**config.mk**
```make
export PLATFORM = sky130hd
export DESIGN_NAME = spi_cmd_master
export DESIGN_NICKNAME = d
export VERILOG_FILES = /design/src/rtl/spi_cmd_pkg.sv /design/src/rtl/spi_clk_div.sv /design/src/rtl/spi_frame_shifter.sv /design/src/rtl/spi_cs_drive.sv /design/src/rtl/spi_cmd_master.sv
export SDC_FILE = /design/constraint.sdc
export NUM_CORES = 1
export LEC_CHECK = 0
export ABC_AREA = 1
export BUFFER_PORTS_ARGS = -buffer_cell sky130_fd_sc_hd__buf_4
export CORE_MARGIN = 1.5
export CORE_UTILIZATION = 45
export CTS_CLUSTER_DIAMETER = 30
export DETAILED_ROUTE_END_ITERATION = 8
export PLACE_DENSITY = 0.69
export SETUP_SLACK_MARGIN = 0.5
export SLEW_MARGIN = 20
export SYNTH_ARGS = -nofsm -noshare
export SYNTH_HDL_FRONTEND = slang
export SYNTH_SLANG_ARGS = --single-unit
```
**constraint.sdc**
```tcl
create_clock -name clk -period 1.8 [get_ports clk]
set_input_delay 0.27 -clock clk [delete_from_list [all_inputs] [get_ports clk]]
set_output_delay 0.27 -clock clk [all_outputs]
set_load 0.005 [all_outputs]
```
**src/rtl/spi_cmd_pkg.sv**
```systemverilog
package spi_cmd_pkg;

    localparam int CMD_W    = 32;
    localparam int SIZE_W   = 5;
    localparam int PRE_W    = 3;
    localparam int IDX_W    = 2;
    localparam int MIN_M1   = 7;

    typedef struct packed {
        logic               cpol;
        logic               cpha;
        logic [PRE_W-1:0]   presc;
        logic [IDX_W-1:0]   cs_idx;
        logic               hold_cs;
        logic               chain;
        logic [SIZE_W-1:0]  size_m1;
    } spi_cfg_t;

    typedef enum logic [1:0] {
        ST_IDLE,
        ST_LEAD,
        ST_SHIFT,
        ST_TRAIL
    } spi_state_e;

    // Field positions are fixed by the command format.
    function automatic spi_cfg_t decode_cmd(input logic [CMD_W-1:0] w);
        spi_cfg_t c;
        c.cpol    = w[31];
        c.cpha    = w[30];
        c.presc   = w[29:27];
        c.cs_idx  = w[25:24];
        c.hold_cs = w[21];
        c.chain   = w[20];
        c.size_m1 = (w[4:0] < SIZE_W'(MIN_M1)) ? SIZE_W'(MIN_M1) : w[4:0];
        return c;
    endfunction

endpackage

```
**src/rtl/spi_clk_div.sv**
```systemverilog
// Half-period tick generator: one tick every 2^presc cycles while run is high.
module spi_clk_div #(
    parameter int PRE_W = 3
) (
    input  logic             clk,
    input  logic             rst_n,
    input  logic             run,
    input  logic [PRE_W-1:0] presc,
    output logic             tick
);
    localparam int CNT_W = 1 << PRE_W;

    logic [CNT_W-1:0] cnt_q;
    logic [CNT_W-1:0] lim;

    assign lim  = (CNT_W'(1) << presc) - CNT_W'(1);
    assign tick = run && (cnt_q == lim);

    always_ff @(posedge clk or negedge rst_n) begin
        if (!rst_n) begin
            cnt_q <= '0;
        end else if (!run || tick) begin
            cnt_q <= '0;
        end else begin
            cnt_q <= cnt_q + CNT_W'(1);
        end
    end
endmodule

```
**src/rtl/spi_frame_shifter.sv**
```systemverilog
// Full-duplex frame shifter, MSB first, variable length.
module spi_frame_shifter #(
    parameter int DATA_W = 32,
    parameter int SIZE_W = 5
) (
    input  logic              clk,
    input  logic              rst_n,
    input  logic              load,
    input  logic [DATA_W-1:0] tx_word,
    input  logic [SIZE_W-1:0] size_m1,
    input  logic              cpha,
    input  logic              edge_en,
    input  logic              miso,
    output logic              mosi,
    output logic              phase,
    output logic [DATA_W-1:0] rx_word,
    output logic              last_edge
);
    localparam int EC_W = SIZE_W + 2;
    localparam logic [SIZE_W-1:0] TOP_BIT = SIZE_W'(DATA_W - 1);

    logic [DATA_W-1:0] tx_sr_q;
    logic [DATA_W-1:0] rx_sr_q;
    logic [EC_W-1:0]   edge_cnt_q;
    logic              mosi_q;
    logic              phase_q;
    logic [DATA_W-1:0] aligned;
    logic              sample_now;

    // Left-align so the frame MSB sits at the shifter's top bit.
    assign aligned    = tx_word << (TOP_BIT - size_m1);
    // Edge k (counted from 0): phase 0 samples on even k, phase 1 on odd k.
    assign sample_now = (edge_cnt_q[0] == cpha);
    // The last edge of an N-bit frame has index 2N-1.
    assign last_edge  = edge_en && (edge_cnt_q == {1'b0, size_m1, 1'b1});

    assign mosi    = mosi_q;
    assign phase   = phase_q;
    assign rx_word = rx_sr_q;

    always_ff @(posedge clk or negedge rst_n) begin
        if (!rst_n) begin
            tx_sr_q    <= '0;
            rx_sr_q    <= '0;
            edge_cnt_q <= '0;
            mosi_q     <= 1'b0;
            phase_q    <= 1'b0;
        end else if (load) begin
            edge_cnt_q <= '0;
            phase_q    <= 1'b0;
            rx_sr_q    <= '0;
            mosi_q     <= aligned[DATA_W-1];
            if (cpha) begin
                tx_sr_q <= aligned;
            end else begin
                tx_sr_q <= aligned << 1;
            end
        end else if (edge_en) begin
            edge_cnt_q <= edge_cnt_q + EC_W'(1);
            phase_q    <= ~phase_q;
            if (sample_now) begin
                rx_sr_q <= {rx_sr_q[DATA_W-2:0], miso};
            end else begin
                mosi_q  <= tx_sr_q[DATA_W-1];
                tx_sr_q <= tx_sr_q << 1;
            end
        end
    end
endmodule

```
**src/rtl/spi_cs_drive.sv**
```systemverilog
// Chip-select decoder with selectable polarity.
module spi_cs_drive #(
    parameter int CS_N  = 4,
    parameter int IDX_W = 2
) (
    input  logic             active,
    input  logic [IDX_W-1:0] idx,
    input  logic             act_high,
    output logic [CS_N-1:0]  cs_o
);
    for (genvar i = 0; i < CS_N; i++) begin : g_line
        logic sel;
        assign sel     = active && (idx == IDX_W'(i));
        assign cs_o[i] = act_high ? sel : ~sel;
    end
endmodule

```
**src/rtl/spi_cmd_master.sv**
```systemverilog
module spi_cmd_master
    import spi_cmd_pkg::*;
#(
    parameter int DATA_W = 32,
    parameter int CS_N   = 4
) (
    input  logic              clk,
    input  logic              rst_n,
    input  logic              cs_active_high,
    input  logic              no_stall,
    input  logic              cmd_valid,
    input  logic [CMD_W-1:0]  cmd_word,
    output logic              cmd_ready,
    input  logic              tx_empty,
    input  logic [DATA_W-1:0] tx_data,
    output logic              tx_pop,
    input  logic              rx_full,
    output logic [DATA_W-1:0] rx_data,
    output logic              rx_push,
    output logic              sck,
    output logic              mosi,
    input  logic              miso,
    output logic [CS_N-1:0]   cs_o,
    output logic              xfer_done
);
    spi_state_e state_q, state_d;
    spi_cfg_t   cfg_q, cmd_dec;
    logic       cfg_vld_q;
    logic       cs_on_q;
    logic [IDX_W-1:0] cs_idx_q;
    logic       done_q;

    logic       cmd_take;
    logic       start_ok;
    logic       tick;
    logic       edge_en;
    logic       last_edge;
    logic       phase;
    logic       div_run;

    assign cmd_dec  = decode_cmd(cmd_word);
    assign start_ok = cfg_vld_q && !tx_empty && (no_stall || !rx_full);
    assign div_run  = (state_q != ST_IDLE);

    // State register
    always_ff @(posedge clk or negedge rst_n) begin
        if (!rst_n) begin
            state_q <= ST_IDLE;
        end else begin
            state_q <= state_d;
        end
    end

    // Next-state logic
    always_comb begin
        state_d = state_q;
        unique case (state_q)
            ST_IDLE:  if (!cmd_valid && start_ok) state_d = ST_LEAD;
            ST_LEAD:  if (tick)                   state_d = ST_SHIFT;
            ST_SHIFT: if (last_edge)              state_d = ST_TRAIL;
            ST_TRAIL: if (tick)                   state_d = ST_IDLE;
            default:                              state_d = ST_IDLE;
        endcase
    end

    // Output decode
    always_comb begin
        cmd_ready = 1'b0;
        cmd_take  = 1'b0;
        tx_pop    = 1'b0;
        edge_en   = 1'b0;
        rx_push   = 1'b0;
        unique case (state_q)
            ST_IDLE: begin
                cmd_ready = 1'b1;
                cmd_take  = cmd_valid;
                tx_pop    = !cmd_valid && start_ok;
            end
            ST_LEAD:  ;
            ST_SHIFT: edge_en = tick;
            ST_TRAIL: rx_push = tick && !rx_full;
            default:  ;
        endcase
    end

    // Configuration, chip-select and completion bookkeeping
    always_ff @(posedge clk or negedge rst_n) begin
        if (!rst_n) begin
            cfg_q     <= '0;
            cfg_vld_q <= 1'b0;
            cs_on_q   <= 1'b0;
            cs_idx_q  <= '0;
            done_q    <= 1'b0;
        end else begin
            if (cmd_take) begin
                cfg_q     <= cmd_dec;
                cfg_vld_q <= 1'b1;
                if (!cmd_dec.chain) begin
                    cs_on_q  <= 1'b0;
                    cs_idx_q <= cmd_dec.cs_idx;
                end else if (!cs_on_q) begin
                    cs_idx_q <= cmd_dec.cs_idx;
                end
            end
            if (tx_pop) begin
                cs_on_q <= 1'b1;
                done_q  <= 1'b0;
            end
            if (state_q == ST_TRAIL && tick) begin
                if (!cfg_q.hold_cs) begin
                    cs_on_q <= 1'b0;
                end
                done_q <= tx_empty;
            end
        end
    end

    spi_clk_div #(
        .PRE_W (PRE_W)
    ) u_div (
        .clk   (clk),
        .rst_n (rst_n),
        .run   (div_run),
        .presc (cfg_q.presc),
        .tick  (tick)
    );

    spi_frame_shifter #(
        .DATA_W (DATA_W),
        .SIZE_W (SIZE_W)
    ) u_shift (
        .clk       (clk),
        .rst_n     (rst_n),
        .load      (tx_pop),
        .tx_word   (tx_data),
        .size_m1   (cfg_q.size_m1),
        .cpha      (cfg_q.cpha),
        .edge_en   (edge_en),
        .miso      (miso),
        .mosi      (mosi),
        .phase     (phase),
        .rx_word   (rx_data),
        .last_edge (last_edge)
    );

    spi_cs_drive #(
        .CS_N  (CS_N),
        .IDX_W (IDX_W)
    ) u_cs (
        .active   (cs_on_q),
        .idx      (cs_idx_q),
        .act_high (cs_active_high),
        .cs_o     (cs_o)
    );

    assign sck       = cfg_q.cpol ^ phase;
    assign xfer_done = done_q;

endmodule

```
==> results.txt <==
----------------------------------------------------
[Run status]
  Result of the run ... finished, violations left
  Violations in the final reports ... setup timing

[STA]
  Worst clock skew on the final layout ... 0.01019 ns
  Setup TNS after final layout ... -25.71 ns
  RSZ-0062 raised after global routing ... yes
  Fraction of the cycle the final worst path needs ... 1.227
  Worst-margin pin slew ... 0.4648 ns
  Final Critical Period ... 2.209 ns
  Highest achievable clock rate ... 452.7 MHz
  Max transition margin ... 0.6869
  Final Hold Fails ... 0
  Final number of max-transition violations ... 0
  Smallest setup slack after layout ... -0.4089 ns
  Endpoints failing setup ... 79

[Yosys]
  Part of the Yosys area used for sequential elements ... 0.3751
  Syn_nets ... 1086
  Area fraction of the dominant cell type after synthesis ... 0.3751
  Dominant cell type by area after synthesis ... dfrtp_1
  Cell types occupying the most area after synthesis ... dfrtp_1 (38%), nand2_1 (23%), nand3_1 (18%)
  Cell Area, Synth ... 6605 um^2
  Synthesized flop and latch total ... 99
  Avg Synthesized Cell Area ... 6.553 um^2
  Cell count after synthesis ... 1008
  Count of different cell masters after synthesis ... 33
  Warnings, synthesis ... 0

[Finish]
  Share of layout cells above drive strength 1 ... 0.3484
  Final nets ... 1247
  Most common cell after layout, fill and taps aside ... nand2_1
  Number of inserted diodes ... 0
  Synth-to-layout area growth ... 51.85%
  Leading cell types in the layout, fill and taps excluded ... nand2_1 (304), nand3_1 (221), buf_4 (131)

[GRT]
  Global-route congestion overflow total ... 0
  Number of global-route vias before repair ... 7233
  Antenna violations before repair ... 0
  Largest net degree at the start of global routing ... 37
  Wire length of the first global-routing pass ... 35960 um
  Total track usage ... 0.3018

[Worst setup path]
  Critical path buffers and inverters ... 2
  Nature of the critical path endpoint ... primary output
  Max FO, Critical Path ... 8
  Cell type group with the largest total delay on the critical path ... simple AND/OR/NAND/NOR gates
  Kind of critical path ... register to primary output
  Startpoint class of the critical path ... register
  Longest individual stage delay on the worst path ... 0.48 ns
  Cells along the critical path ... buf_6, xnor2_1, nand3_2, nor2_4, nand2_2, nor2_4, nand2_2, nor2_1, buf_4
  Arrival time reported for the critical path endpoint ... 1.94 ns
  Critical-path top delay cell ... dfrtp_2
  Data required time of the worst path ... 1.53 ns

[Placement]
  Half-perimeter wire length after placement ... 13040 um
  I/O Buffers ... 95
  Placer's final routability congestion estimate ... 0.9210
  Dpl ws ... -0.1067 ns

[Clocking]
  Latest clock arrival within the worst-skew pair ... 0.36 ns
  Max clock buf depth ... 2
  Clock tree root driver cell ... clkbuf_16
  CTS Buf Count ... 9
  Clock tree from TritonCTS ... built
  CTS H-Tree Depth ... 3
  Clock sinks ... 99
  Clock-pin transition on the worst setup and hold timing paths ... 0.08 ns

[Drt]
  Post-detailed-routing wire length ... 23070 um
  Total iterations of the first detailed-routing run ... 6
  Routed length per instance ... 16.99 um
  DRC violation count after routing ... 0
  Post-detailed-route count of antenna-violating nets ... 0
  Via density per instance ... 5.638
  Number of violations reported at the end of detailed-routing iteration 0 ... 705
  Vias ... 7657

[Floorplanning]
  Total die area ... 15410 um^2
  Standard-cell rows ... 44
  Top Ports ... 114
  Area inside the core boundary ... 14420 um^2
  Horiz. Die Dim ... 124.2 um
  Initial core utilization ... 0.4579
  Die extent in y ... 124.2 um

[Worst hold path]
  Path class of the lowest-slack min-delay path ... input port to register

[Job]
  Number of max-cap violations ... 0

[Power and ir drop]
  Leakage power total ... 4.940 nW
  Worst ir drop on vdd ... 900.3 uV
  Power per unit of standard cell area ... 1613 nW/um^2

----------------------------------------------------
==> stage by stage <==
step | std cells | area [um^2] | hold slack [ns] | total power [mW] | util
3_3_place_gp | 1278 | 7896 | 0.2037 | 11.57 | 0.5475
5_1_grt | 1358 | 10030 | 0.1168 | 17.37 | 0.6954
2_1_floorplan | 1008 | 6726 | -0.02559 | 8.898 | -
4_1_cts | 1352 | 9512 | 0.09306 | 15.11 | 0.6594
3_5_place_dp | 1278 | 7896 | 0.2042 | 11.67 | 0.5475
6_report | 1358 | 10030 | 0.1158 | 16.18 | 0.6954
==> sequential cells by signal, indices dropped and copies added (netlist names) <==
signal              count
cfg_vld_q               1
u_shift.mosi            1
cs_idx_q                2
state_q                 2
xfer_done               1
cfg_q                  11
u_shift.rx_word        32
u_shift.edge_cnt_q      7
u_shift.tx_sr_q        32
cs_on_q                 1
u_shift.phase           1
u_div.cnt_q             8
==> repair_timing <==
action,4_1_cts,5_1_grt
resized for setup,175,117
cloned,16,2
endpoints found under the hold margin,19,0
setup buffers,41,4
pin swaps,48,50
hold buffers,1,0
setup endpoints to repair,107,107
==> cell usage after synthesis (all sizes together) <==
cell and count:
a22oi 2, dfrtp 99, clkbuf 22, nand2 403
o21ai 41, inv 43, nor4 1, ha 6
nor3 4, nand3 243, nand3b 1, a21oi 15
xnor2 2, or2 2, buf 38, clkinv 4
nor3b 3, o22ai 2, nand4 20, xor2 13
o211ai 5, nor2 39
==> layout make-up <==
type,count,area (um^2)
multi-input cells,802,4422
inverters,47,217.7
flip-flops and latches,99,2482
fillers,1106,4394
clock inverters,6,58.81
repair buffers,210,2380
well taps,184,230.2
clock buffers,10,239.0
==> logic make-up after synthesis <==
| logic type | share of synthesized area |
|---|---|
| AND/OR/NAND/NOR | 0.4711 |
| buffers and inverters | 0.06971 |
| flip-flops | 0.3751 |
| AO/OA/AOI/OAI | 0.05285 |
| XOR/XNOR | 0.01989 |
| adder cells (fa/ha/maj) | 0.01137 |
==> power breakdown <==
group / leakage [nW] / switching (mW) / internal (mW) / total, mW
registers: 1.30 / 0.878 / 3.05 / 3.93
logic: 3.50 / 5.96 / 4.31 / 10.3
clock network: 0.136 / 0.975 / 1.00 / 1.98
==> path summary, 6_finish.rpt <==
check                             start             endpoint  slack [ns]  cells after the start
setup / recovery              cfg_q[11]              rx_push       -0.41                      9
hold / removal             cmd_word[28]            cfg_q[10]        0.12                      3
setup reg to reg              cfg_q[11]  u_shift.tx_sr_q[22]       -0.40                     15
hold reg to reg            u_shift.mosi         u_shift.mosi        0.49                      2
max in group asynchronous         rst_n  u_shift.tx_sr_q[20]        0.91                      3
min in group asynchronous         rst_n       u_div.cnt_q[7]        0.37                      2
==> worst reg2reg max path: cells and delay by family, from the launching register on <==
| family | cells | cell delay [ns] |
|---|---|---|
| XOR/XNOR | 1 | 0.18 |
| buffers and inverters | 7 | 0.78 |
| flip-flops | 1 | 0.48 |
| AND/OR/NAND/NOR | 7 | 0.68 |
==> layer usage <==
metal  part of all wire  routed length (um)  track usage
met1               0.40                9231       0.3769
met5                  0                   0            0
met2               0.50               11480       0.5100
met4              0.043                 998       0.1278
met3              0.059                1355      0.05769
No activity file was read; power rests on OpenSTA's default activity.
